--- src/rtl/slowclk_sys_timer.sv ---
`timescale 1ns/1ps
module slowclk_sys_timer #(
  parameter int CNT_W     = 20,
  parameter int DIV_W     = 16,
  parameter int PRESC_RST = 32768
) (
  input  logic        clk,
  input  logic        rst_n,
  input  logic        slow_clk,
  input  logic        bus_sel,
  input  logic        bus_wr,
  input  logic [4:0]  bus_addr,
  input  logic [31:0] bus_wdata,
  output logic [31:0] bus_rdata,
  output logic        irq
);
  localparam logic [DIV_W:0] DIV_FULL = {1'b1, {DIV_W{1'b0}}};

  function automatic logic [DIV_W:0] span(input logic [DIV_W-1:0] v);
    return (v == '0) ? DIV_FULL : {1'b0, v};
  endfunction

  logic [2:0]       sync;
  logic [DIV_W-1:0] presc, period;
  logic [DIV_W:0]   pdiv, pitc;
  logic [CNT_W-1:0] cnt, alarm;
  logic [3:0]       status, mask;

  wire [2:0] idx       = bus_addr[4:2];
  wire       wr        = bus_sel & bus_wr;
  wire       rd        = bus_sel & ~bus_wr;
  wire       wr_presc  = wr && idx == 3'd0;
  wire       wr_period = wr && idx == 3'd1;
  wire       wr_alarm  = wr && idx == 3'd2;
  wire       rd_status = rd && idx == 3'd3;
  wire       wr_en     = wr && idx == 3'd4;
  wire       wr_dis    = wr && idx == 3'd5;

  logic unused_bits;
  assign unused_bits = ^{bus_addr[1:0], bus_wdata[31:CNT_W]};

  // slow clock resampled, one tick per rising edge
  always_ff @(posedge clk or negedge rst_n)
    if (!rst_n) sync <= '0;
    else        sync <= {sync[1:0], slow_clk};

  wire tick    = sync[1] & ~sync[2];
  wire step    = tick & ~wr_presc & (pdiv + 1'b1 == span(presc));
  wire pit_due = tick & ~wr_period & (pitc + 1'b1 == span(period));
  wire [CNT_W-1:0] cnt_nxt = cnt + 1'b1;
  wire [3:0] flags_set = {step & (cnt_nxt == alarm), step, 1'b0, pit_due};

  // divider and counter
  always_ff @(posedge clk or negedge rst_n)
    if (!rst_n) begin
      presc <= DIV_W'(PRESC_RST);
      pdiv  <= '0;
      cnt   <= '0;
    end else if (wr_presc) begin
      presc <= bus_wdata[DIV_W-1:0];
      pdiv  <= '0;
      cnt   <= '0;
    end else if (tick) begin
      pdiv <= step ? '0 : pdiv + 1'b1;
      if (step) cnt <= cnt_nxt;
    end

  // periodic interval timer
  always_ff @(posedge clk or negedge rst_n)
    if (!rst_n) begin
      period <= '0;
      pitc   <= '0;
    end else if (wr_period) begin
      period <= bus_wdata[DIV_W-1:0];
      pitc   <= '0;
    end else if (tick) begin
      pitc <= pit_due ? '0 : pitc + 1'b1;
    end

  // alarm, sticky status, mask
  always_ff @(posedge clk or negedge rst_n)
    if (!rst_n) begin
      alarm  <= '1;
      status <= '0;
      mask   <= '0;
    end else begin
      if (wr_alarm) alarm <= bus_wdata[CNT_W-1:0];
      status <= (rd_status ? 4'b0 : status) | flags_set;
      if (wr_en)  mask <= mask | bus_wdata[3:0];
      if (wr_dis) mask <= mask & ~bus_wdata[3:0];
    end

  always_comb begin
    bus_rdata = '0;
    if (rd)
      case (idx)
        3'd0:    bus_rdata[DIV_W-1:0] = presc;
        3'd1:    bus_rdata[DIV_W-1:0] = period;
        3'd2:    bus_rdata[CNT_W-1:0] = alarm;
        3'd3:    bus_rdata[3:0]       = status;
        3'd6:    bus_rdata[3:0]       = mask;
        3'd7:    bus_rdata[CNT_W-1:0] = cnt;
        default: bus_rdata            = '0;
      endcase
  end


  assign irq = |(status & mask);

  assert_cnt_step_R3: assert property (@(posedge clk) disable iff (!rst_n)
    (cnt != $past(cnt)) |-> (cnt == $past(cnt) + 1'b1) || $past(wr_presc));

  assert_inc_flag_R4: assert property (@(posedge clk) disable iff (!rst_n)
    (cnt != $past(cnt)) && !$past(wr_presc) |-> status[2]);

  assert_alarm_hit_R5: assert property (@(posedge clk) disable iff (!rst_n)
    (cnt != $past(cnt)) && !$past(wr_presc) && (alarm == $past(alarm)) && (cnt == alarm)
      |-> status[3]);

  assert_flags_sticky_R7: assert property (@(posedge clk) disable iff (!rst_n)
    !rd_status |=> ((status & $past(status)) == $past(status)));

  assert_mask_set_R8: assert property (@(posedge clk) disable iff (!rst_n)
    wr_en |=> ((mask & $past(bus_wdata[3:0])) == $past(bus_wdata[3:0])));

  assert_irq_hold_R9: assert property (@(posedge clk) disable iff (!rst_n)
    irq |=> irq || $past(rd_status) || $past(wr_dis));
endmodule

--- config.mk ---
export PLATFORM = sky130hd
export DESIGN_NAME = slowclk_sys_timer
export DESIGN_NICKNAME = d
export VERILOG_FILES = /design/src/rtl/slowclk_sys_timer.sv
export SDC_FILE = /design/constraint.sdc
export NUM_CORES = 1
export LEC_CHECK = 0
export BUFFER_PORTS_ARGS = -buffer_cell sky130_fd_sc_hd__buf_2
export CAP_MARGIN = 20
export CORE_ASPECT_RATIO = 1.75
export CORE_MARGIN = 1.5
export CORE_UTILIZATION = 35
export DETAILED_ROUTE_END_ITERATION = 7
export GPL_ROUTABILITY_DRIVEN = 0
export PLACE_DENSITY = 0.57
export SLEW_MARGIN = 10
export SYNTH_ARGS = -nofsm -noshare
export SYNTH_HDL_FRONTEND = slang
export SYNTH_SLANG_ARGS = --single-unit
--- constraint.sdc ---
create_clock -name clk -period 4.2 [get_ports clk]
set_clock_uncertainty 0.15 [all_clocks]
set_input_delay 1.05 -clock clk [delete_from_list [all_inputs] [get_ports clk]]
set_output_delay 1.05 -clock clk [all_outputs]
set_load 0.1 [all_outputs]
==> results.py, run 1 <==
metrics = {
    "run_status": {
        "outcome": "finished clean",
    },
    "floorplan": {
        "fp.coreArea_mm2": 0.0227,
        "die_width_um": 118,
        "rows": 73,
        "initial_core_util_pct": 35.6,
        "die_height_um": 204,
        "io_pins": 75,
        "die_area_mm2": 0.0241,
    },
    "power_and_ir_drop": {
        "power.density_mw_per_mm2": 449,
        "ir_drop_v": 0.000293,
        "leakage_nw": 3.83,
        "comb_power_share_pct": 26.1,
        "total_power_w": 0.00427,
        "netSwitchingFraction_pct": 36.7,
        "pwr-share-clk_pct": 35.3,
        "pwr-share-seq_pct": 38.6,
        "p_int_w": 0.00270,
        "switchingPower_w": 0.00157,
    },
    "finish": {
        "fill_cells": 2261,
        "fin_nets": 1013,
        "drive_above_1_share_pct": 19.9,
        "areaGrowthSynthToFinish_pct": 17.3,
        "diodes": 0,
        "instances_no_fill": 1281,
        "multi_input_area_mm2": 0.00485,
        "stdcell_area_mm2": 0.00951,
        "register_area_mm2": 0.00293,
        "fin_util_pct": 41.8,
    },
    "sta": {
        "fin_ws_ps": 281,
        "clock.fmax_ghz": 0.255,
        "finalCriticalPeriod_ps": 3920,
        "drv_slew": 0,
        "setup-violations-final": 0,
        "post-route-period-util_pct": 93.3,
        "relSlewSlack_pct": 37.4,
        "rsz0062_at_grt": "no",
        "worstMarginPinSlew_ps": 939,
        "final-hold-violation-count": 0,
    },
    "clock_network": {
        "cts_resized": 0,
        "clock_latency_ps": 440,
        "cts_buffer_depth": 2,
        "cts_max_level": 4,
        "cts.sinks": 116,
        "clkSlewWorstSetupHoldPaths_ps": 60,
        "post_cts_buffers": 0,
        "cts_tree": "yes",
        "cts_buffers": 17,
        "cts-root-buf": "clkbuf_16",
        "postCtsHoldBufs": 0,
    },
    "synthesis": {
        "yosysWarnings": 0,
        "synth_edf_count": 0,
        "synthArstFlopShare_pct": 100,
        "synth-main-ff-cell": "dfrtp_1",
        "syn_inst": 947,
        "ys_ff_latch": 116,
        "synth_area_mm2": 0.00811,
        "ys_types": 69,
        "synth_area_per_cell_um2": 8.56,
        "ys_seq_area_share_pct": 36.1,
    },
    "worst_setup_path": {
        "required_ps": 3000,
        "cp_max_fo": 18,
        "end_kind": "output pin",
        "crit_type": "input pin to output pin",
        "crit_arrival_ps": 2720,
        "cp-start-kind": "input pin",
    },
    "placement": {
        "io_buffer_count": 48,
        "placed_area_mm2": 0.00891,
        "pre_cts_ws_ps": 335,
        "dp_hpwl_um": 18700,
        "placed_cells": 1249,
    },
    "grt": {
        "grt_pass1_vias": 7064,
        "grt_use_total_pct": 21.8,
        "grt_pass1_wl_um": 40300,
        "grt_max_degree": 67,
        "antenna_found_initial": 0,
        "overflow": 0,
    },
    "detailed_routing": {
        "first_pass_iters": 6,
        "viasPerCell": 5.60,
        "avgRoutedWirePerCell_um": 19.7,
        "drcViolationCount": 0,
        "wl_um": 25200,
        "via_count": 7169,
        "ant_nets": 0,
        "drtIter0Drc": 439,
    },
    "hold_path": {
        "hp-class": "flip-flop to flip-flop",
    },
    "flow_run": {
        "max_cap_viol_count": 0,
    },
}
final timing paths:
path                                      from                    to  slack [ps]  depth (start not counted)
setup / recovery                   bus_addr[4]          bus_rdata[4]         280                          6
hold / removal               sync[0]$_DFF_PN0_     sync[1]$_DFF_PN0_         210                          0
setup reg to reg           pdiv[0]$_DFFE_PN0P_  pdiv[11]$_DFFE_PN0P_         680                          8
hold reg to reg              sync[0]$_DFF_PN0_     sync[1]$_DFF_PN0_         210                          0
max in group asynchronous                rst_n  alarm[3]$_DFFE_PN1P_        2460                          2
min in group asynchronous                rst_n   pdiv[9]$_DFFE_PN0P_         590                          1
cell families after synthesis:
kind of cell / Yosys count / synth area share, %
AOI/OAI and AO/OA: 158 / 14.2
buffers and inverters: 91 / 5.31
muxes: 51 / 6.99
other: 1 / 0.0463
adders and majority gates: 3 / 0.463
xor gates and xnor gates: 91 / 9.93
and+or+nand+nor: 436 / 26.9
DFF: 116 / 36.1
routing by layer:
metal	GRT usage [%]	wire length, um	up-vias
li1	-	-	3426
met1	23.4	9710	3469
met2	39.6	13300	200
met3	3.96	792	74
met4	13.1	1430	0
met5	0	0	-
synth_stat cells (5+ instances only):
library cell | count | area (um2)
nor4_1 | 18 | 113
mux2i_1 | 15 | 150
dfrtp_1 | 95 | 2380
clkbuf_1 | 51 | 191
nand4_1 | 18 | 113
nand2_1 | 171 | 642
a2111oi_0 | 5 | 43.8
buf_4 | 12 | 90.1
a211oi_1 | 5 | 37.5
xor2_1 | 26 | 228
a2111o_1 | 5 | 56.3
o2111ai_1 | 15 | 131
nor3_1 | 49 | 245
o21ai_0 | 28 | 140
nor2b_1 | 13 | 81.3
xnor2_1 | 64 | 561
and3_1 | 8 | 50.1
dfstp_2 | 21 | 552
nand3_1 | 36 | 180
and4_1 | 6 | 52.6
inv_1 | 10 | 37.5
a22oi_1 | 19 | 143
buf_2 | 10 | 50.1
nand2b_1 | 8 | 50.1
o311ai_1 | 15 | 131
and2_1 | 12 | 75.1
or4_1 | 7 | 52.6
nor2_1 | 63 | 236
a21oi_1 | 20 | 100
a22o_1 | 13 | 114
mux2_2 | 35 | 394
a31oi_1 | 5 | 31.3
state kept, by name (all words and copies together) (netlist names), named ones only:
register  count
alarm        20
cnt          20
pdiv         17
period       16
pitc         17
presc        16
status        3
sync          3
placed cells by master, fill, tap and decap left out, types with 20 or more instances in the layout:
cell type  count
buf_2         28
xnor2_1       64
o21ai_0       27
nor3_1        49
dfrtp_1       95
xor2_1        26
nand2_1      171
mux2_2        35
nor2_1        51
nand3_1       36
dfstp_2       21
buf_4         24
buf_12        20
power by group through the flow:
stage,logic (W),clock network [W],registers [W]
after CTS,0.00111,0.00154,0.00164
after global placement,0.00109,0,0.00165
after global routing,0.00122,0.00158,0.00168
after floorplan,0.000906,0,0.00151
after detailed placement,0.00111,0,0.00166
final,0.00111,0.00151,0.00165
cell type report:
| type | instances | area share [%] |
|---|---|---|
| clock buffers | 17 | 4.47 |
| repair buffers | 72 | 7.58 |
| clock inverters | 15 | 1.82 |
| multi-input cells | 751 | 51.0 |
| inverters | 10 | 0.395 |
| well taps | 300 | 3.95 |
| flip-flops and latches | 116 | 30.8 |
critical path, cell delays in order:
cell and delay [ps]:
buf_2 290, and2_1 510, a22o_1 240, a22oi_1 80, nor2_1 310, buf_12 220
stage by stage:
stage          hold slack [ps]  setup TNS, ps
6_report                   205              0
5_1_grt                    224              0
4_1_cts                    213              0
3_5_place_dp               196              0
3_3_place_gp               190              0
2_1_floorplan              181          -1600
Power figures use the tool's default switching activity.
==> inputs of run 2 (changes only) <==
--- a/config.mk
+++ b/config.mk
@@ -7,12 +7,14 @@
 export LEC_CHECK = 0
 export BUFFER_PORTS_ARGS = -buffer_cell sky130_fd_sc_hd__buf_2
 export CAP_MARGIN = 20
+export CELL_PAD_IN_SITES_DETAIL_PLACEMENT = 0
+export CELL_PAD_IN_SITES_GLOBAL_PLACEMENT = 1
 export CORE_ASPECT_RATIO = 1.75
-export CORE_MARGIN = 1.5
+export CORE_MARGIN = 3
 export CORE_UTILIZATION = 35
 export DETAILED_ROUTE_END_ITERATION = 7
 export GPL_ROUTABILITY_DRIVEN = 0
-export PLACE_DENSITY = 0.57
+export PLACE_DENSITY = 0.69
 export SLEW_MARGIN = 10
 export SYNTH_ARGS = -nofsm -noshare
 export SYNTH_HDL_FRONTEND = slang
==> run 2 against run 1 <==
Routed wire length increased by 2.1%. Final area about the same. Largest cell class unchanged. Core utilization about the same.
==> results.py, run 2 (synthesized netlist as in run 1, its figures left out) <==
metrics = {
    "run_status": {
        "outcome": "finished clean",
    },
    "floorplan": {
        "initial_core_util_pct": 35.6,
        "die_width_um": 121,
        "die_area_mm2": 0.0251,
        "io_pins": 75,
        "die_height_um": 207,
        "fp.coreArea_mm2": 0.0227,
        "rows": 73,
    },
    "worst_setup_path": {
        "crit_type": "input pin to output pin",
        "required_ps": 3000,
        "cp-start-kind": "input pin",
        "end_kind": "output pin",
        "crit_arrival_ps": 2550,
        "cp_max_fo": 19,
    },
    "power_and_ir_drop": {
        "p_int_w": 0.00264,
        "netSwitchingFraction_pct": 36.7,
        "ir_drop_v": 0.000302,
        "power.density_mw_per_mm2": 438,
        "total_power_w": 0.00416,
        "switchingPower_w": 0.00153,
        "leakage_nw": 3.83,
        "comb_power_share_pct": 26.8,
        "pwr-share-seq_pct": 39.6,
        "pwr-share-clk_pct": 33.6,
    },
    "hold_path": {
        "hp-class": "flip-flop to flip-flop",
    },
    "finish": {
        "register_area_mm2": 0.00293,
        "layout_commonest_cell": "nand2_1",
        "final_cell_mix": "nand2_1 (171), dfrtp_1 (95), xnor2_1 (64), nor2_1 (51), nor3_1 (49)",
        "fill_cells": 2247,
        "top_regs": "alarm x20, cnt x20",
        "diodes": 0,
        "drive_above_1_share_pct": 20.1,
        "multi_input_area_mm2": 0.00485,
        "areaGrowthSynthToFinish_pct": 17.2,
        "fin_nets": 1017,
        "instances_no_fill": 1285,
    },
    "detailed_routing": {
        "avgRoutedWirePerCell_um": 20.1,
        "via_count": 7201,
        "drtIter0Drc": 444,
        "drcViolationCount": 0,
        "wl_um": 25800,
        "ant_nets": 0,
        "first_pass_iters": 5,
        "viasPerCell": 5.60,
    },
    "clock_network": {
        "cts_tree": "yes",
        "postCtsHoldBufs": 0,
        "cts_max_level": 4,
        "cts_buffer_depth": 2,
        "clock_latency_ps": 420,
        "clkSlewWorstSetupHoldPaths_ps": 50,
        "cts_resized": 0,
        "cts-root-buf": "clkbuf_16",
        "post_cts_buffers": 0,
        "cts.sinks": 116,
        "cts_buffers": 17,
    },
    "flow_run": {
        "max_cap_viol_count": 0,
    },
    "sta": {
        "fin_hold_ws_ps": 210,
        "clock.fmax_ghz": 0.266,
        "post-route-period-util_pct": 89.4,
        "worstMarginPinSlew_ps": 966,
        "setup-violations-final": 0,
        "final.setup.tns_ps": 0,
        "final-hold-violation-count": 0,
        "rsz0062_at_grt": "no",
        "finalCriticalPeriod_ps": 3750,
        "drv_slew": 0,
        "relSlewSlack_pct": 35.6,
    },
    "grt": {
        "use_met3_pct": 3.41,
        "antenna_found_initial": 0,
        "grt.busiest_layer": "met2",
        "grt_max_degree": 73,
        "gr-usage-met2_pct": 35.8,
        "grt_pass1_wl_um": 41200,
        "grt_use_total_pct": 21.1,
        "met1_usage_pct": 24.7,
        "grt_pass1_vias": 7182,
        "overflow": 0,
    },
    "placement": {
        "io_buffer_count": 48,
        "dp_hpwl_um": 18800,
        "placed_cells": 1253,
    },
}
run 2: stage by stage:
stage                     area, um2  setup WS, ps  util (%)
final                          9500           446      41.8
after global routing           9500           310      41.8
after CTS                      9500           408      41.8
after detailed placement       8940           411      39.3
after global placement         8940           424      39.3
after floorplan                8190          -244         -
run 2: layer usage:
metal	vias to the layer above	part of all wire (%)	wire length, um
met5	-	0	0
met2	194	51	13100
li1	3435	-	-
met1	3491	40	10300
met4	0	5.6	1440
met3	81	3.6	916
run 2: power by group through the flow:
stage / Sequential, W / Clock (W) / Combinational [W]
final: 0.00165 / 0.00140 / 0.00112
after global routing: 0.00167 / 0.00147 / 0.00123
after CTS: 0.00165 / 0.00143 / 0.00112
after detailed placement: 0.00166 / 0 / 0.00112
after global placement: 0.00166 / 0 / 0.00110
after floorplan: 0.00151 / 0 / 0.000906
run 2: area by class of cell:
class                   count  share of cell area, %
well taps                 300                   3.95
clock inverters            14                   1.38
clock buffers              18                   4.52
flip-flops and latches    116                   30.8
multi-input cells         751                   51.0
inverters                  10                  0.395
repair buffers             76                   7.90
run 2: path summary, 6_finish.rpt:
check / startpoint / cells after the start / slack [ps] / endpoint
worst max-delay path: bus_addr[3] / 9 / 450 / bus_rdata[2]
worst min-delay path: sync[0]$_DFF_PN0_ / 0 / 210 / sync[1]$_DFF_PN0_
worst max register to register: pdiv[0]$_DFFE_PN0P_ / 9 / 650 / cnt[18]$_DFFE_PN0P_
worst min register to register: sync[0]$_DFF_PN0_ / 0 / 210 / sync[1]$_DFF_PN0_
max in group asynchronous: rst_n / 2 / 2540 / alarm[6]$_DFFE_PN1P_
min in group asynchronous: rst_n / 1 / 490 / pitc[3]$_DFFE_PN0P_
run 2: worst max-delay path, cell delays in order:
cell and delay [ps]:
buf_2 320, mux2i_1 240, a2bb2oi_1 180, nor2_1 60
a21oi_1 180, nand2_1 80, a21oi_1 200, nor2_2 70
buf_12 180
==> inputs of run 3 (changes only) <==
--- a/config.mk
+++ b/config.mk
@@ -7,14 +7,12 @@
 export LEC_CHECK = 0
 export BUFFER_PORTS_ARGS = -buffer_cell sky130_fd_sc_hd__buf_2
 export CAP_MARGIN = 20
-export CELL_PAD_IN_SITES_DETAIL_PLACEMENT = 0
-export CELL_PAD_IN_SITES_GLOBAL_PLACEMENT = 1
 export CORE_ASPECT_RATIO = 1.75
 export CORE_MARGIN = 3
-export CORE_UTILIZATION = 35
+export CORE_UTILIZATION = 40
 export DETAILED_ROUTE_END_ITERATION = 7
 export GPL_ROUTABILITY_DRIVEN = 0
-export PLACE_DENSITY = 0.69
+export PLACE_DENSITY = 0.62
 export SLEW_MARGIN = 10
 export SYNTH_ARGS = -nofsm -noshare
 export SYNTH_HDL_FRONTEND = slang
==> run 3 against run 2 <==
Routed wire length shrank 4.9%. Core utilization grew 5.9 points. Critical path depth shrank 2. Fmax shrank 1.9%. Clock power grew 4%. Sequential power is essentially flat. Hold slack lost 7.6 ps. Power grew 1.0%. Combinational power is essentially flat. Setup slack lost 73 ps. Highest routed layer unchanged.
==> results.py, run 3 (synthesized netlist as in run 1, its figures left out) <==
metrics = {
    "power_and_ir_drop": {
        "comb_power_share_pct": 26.3,
        "netSwitchingFraction_pct": 36.8,
        "switchingPower_w": 0.00155,
        "ir_drop_v": 0.000254,
        "power.density_mw_per_mm2": 445,
        "pwr-share-clk_pct": 34.5,
        "pwr-share-seq_pct": 39.2,
        "p_int_w": 0.00266,
        "leakage_nw": 3.85,
    },
    "detailed_routing": {
        "via_count": 7248,
        "first_pass_iters": 5,
        "drtIter0Drc": 416,
        "drcViolationCount": 0,
        "viasPerCell": 5.89,
        "wl_um": 24500,
        "avgRoutedWirePerCell_um": 19.9,
        "ant_nets": 0,
    },
    "sta": {
        "post-route-period-util_pct": 91.1,
        "rsz0062_at_grt": "no",
        "finalCriticalPeriod_ps": 3830,
        "worstMarginPinSlew_ps": 747,
        "final-hold-violation-count": 0,
        "relSlewSlack_pct": 50.2,
        "setup-violations-final": 0,
        "fin_ws_ps": 373,
        "drv_slew": 0,
        "final.setup.tns_ps": 0,
        "clock.fmax_ghz": 0.261,
    },
    "clock_network": {
        "clkSlewWorstSetupHoldPaths_ps": 60,
        "post_cts_buffers": 0,
        "cts_max_level": 4,
        "clock_latency_ps": 420,
        "cts_tree": "yes",
        "cts.sinks": 116,
        "cts_buffers": 17,
        "cts-root-buf": "clkbuf_16",
        "cts_resized": 0,
        "cts_buffer_depth": 2,
        "postCtsHoldBufs": 0,
    },
    "floorplan": {
        "die_height_um": 194,
        "rows": 68,
        "initial_core_util_pct": 40.9,
        "io_pins": 75,
        "die_area_mm2": 0.0221,
        "fp.coreArea_mm2": 0.0198,
        "die_width_um": 114,
    },
    "grt": {
        "grt_max_degree": 55,
        "overflow": 0,
        "antenna_found_initial": 0,
        "grt_pass1_wl_um": 39100,
        "grt_pass1_vias": 6979,
        "grt_use_total_pct": 22.5,
    },
    "worst_setup_path": {
        "crit_arrival_ps": 2630,
        "end_kind": "output pin",
        "crit_type": "input pin to output pin",
        "critPathMostFrequentCell": "buf_4",
        "slowest_stage": "o21ai_1",
        "required_ps": 3000,
        "cp-start-kind": "input pin",
        "critical_path.max_stage_delay_ps": 350,
        "crit_chain": "buf_2, buf_4, a21oi_1, o21ai_1, buf_4, nor2_1, buf_12",
        "cp_max_fo": 21,
    },
    "flow_run": {
        "max_cap_viol_count": 0,
    },
    "finish": {
        "areaGrowthSynthToFinish_pct": 16.6,
        "final_cell_mix": "nand2_1 (171), dfrtp_1 (95), xnor2_1 (64), nor2_1 (51), nor3_1 (49)",
        "fin_nets": 1018,
        "layout_commonest_cell": "nand2_1",
        "fill_cells": 1885,
        "drive_above_1_share_pct": 20.3,
        "register_area_mm2": 0.00293,
        "diodes": 0,
        "top_regs": "alarm x20, cnt x20",
        "multi_input_area_mm2": 0.00485,
    },
    "placement": {
        "dp_hpwl_um": 17900,
        "pre_cts_ws_ps": 396,
        "io_buffer_count": 48,
    },
    "hold_path": {
        "hp-class": "flip-flop to flip-flop",
    },
    "run_status": {
        "outcome": "finished clean",
    },
}
==> run 3: changes by cell type in the layout (fill, tap and decap cells not counted) <==
cell        previous run  this run
clkinv_4               4         1
clkbuf_1               1         0
inv_6                  3         8
clkinvlp_4             4         2
buf_12                20        19
clkinv_2               2         0
inv_8                  0         3
buf_4                 28        30
==> run 3: area by class of cell <==
type / count / share of cell area [%]
repair buffers: 77 / 7.89
well taps: 245 / 3.24
inverters: 10 / 0.397
clock buffers: 17 / 4.50
flip-flops and latches: 116 / 31.0
multi-input cells: 751 / 51.3
clock inverters: 15 / 1.67
==> run 3: path summary, 6_finish.rpt <==
check                      cells past startpoint  slack [ps]                     to                from
hold reg to reg                                0         200      sync[1]$_DFF_PN0_   sync[0]$_DFF_PN0_
hold / removal                                 0         200      sync[1]$_DFF_PN0_   sync[0]$_DFF_PN0_
setup reg to reg                               8         690    status[3]$_DFF_PN0_  cnt[0]$_DFFE_PN0P_
min in group asynchronous                      1         530    pitc[2]$_DFFE_PN0P_               rst_n
setup / recovery                               7         370           bus_rdata[9]         bus_addr[3]
max in group asynchronous                      2        2480  period[8]$_DFFE_PN0P_               rst_n
==> run 3: metrics by stage <==
stage / utilization [%] / cell area [um2] / hold WS [ps] / cells / power (W)
after floorplan: - / 8190 / 181 / 958 / 0.00242
after global placement: 44.7 / 8870 / 186 / 1199 / 0.00273
after detailed placement: 44.7 / 8870 / 204 / 1199 / 0.00275
after CTS: 47.7 / 9450 / 209 / 1231 / 0.00422
after global routing: 47.7 / 9450 / 217 / 1231 / 0.00441
final: 47.7 / 9450 / 202 / 1231 / 0.00420
==> run 3: critical path: cells and delay by family <==
kind	cells	cell delay (ps)
buffers and inverters	4	1030
AO/OA/AOI/OAI	2	430
AND/OR/NAND/NOR	1	100
==> run 3: metal layers <==
metal  global-route usage [%]  wire length (um)  vias up
met5                        0                 0        -
met4                     11.9              1140        0
met3                     3.36              1130       63
met2                     38.4             12700      222
met1                     26.9              9510     3516
li1                         -                 -     3447
==> run 3: power by group through the flow <==
stage / Sequential [W] / Combinational [W] / Clock [W]
floorplan: 0.00151 / 0.000906 / 0
global placement: 0.00165 / 0.00108 / 0
detailed placement: 0.00165 / 0.00110 / 0
CTS: 0.00164 / 0.00110 / 0.00148
global route: 0.00167 / 0.00122 / 0.00152
finish: 0.00165 / 0.00110 / 0.00145
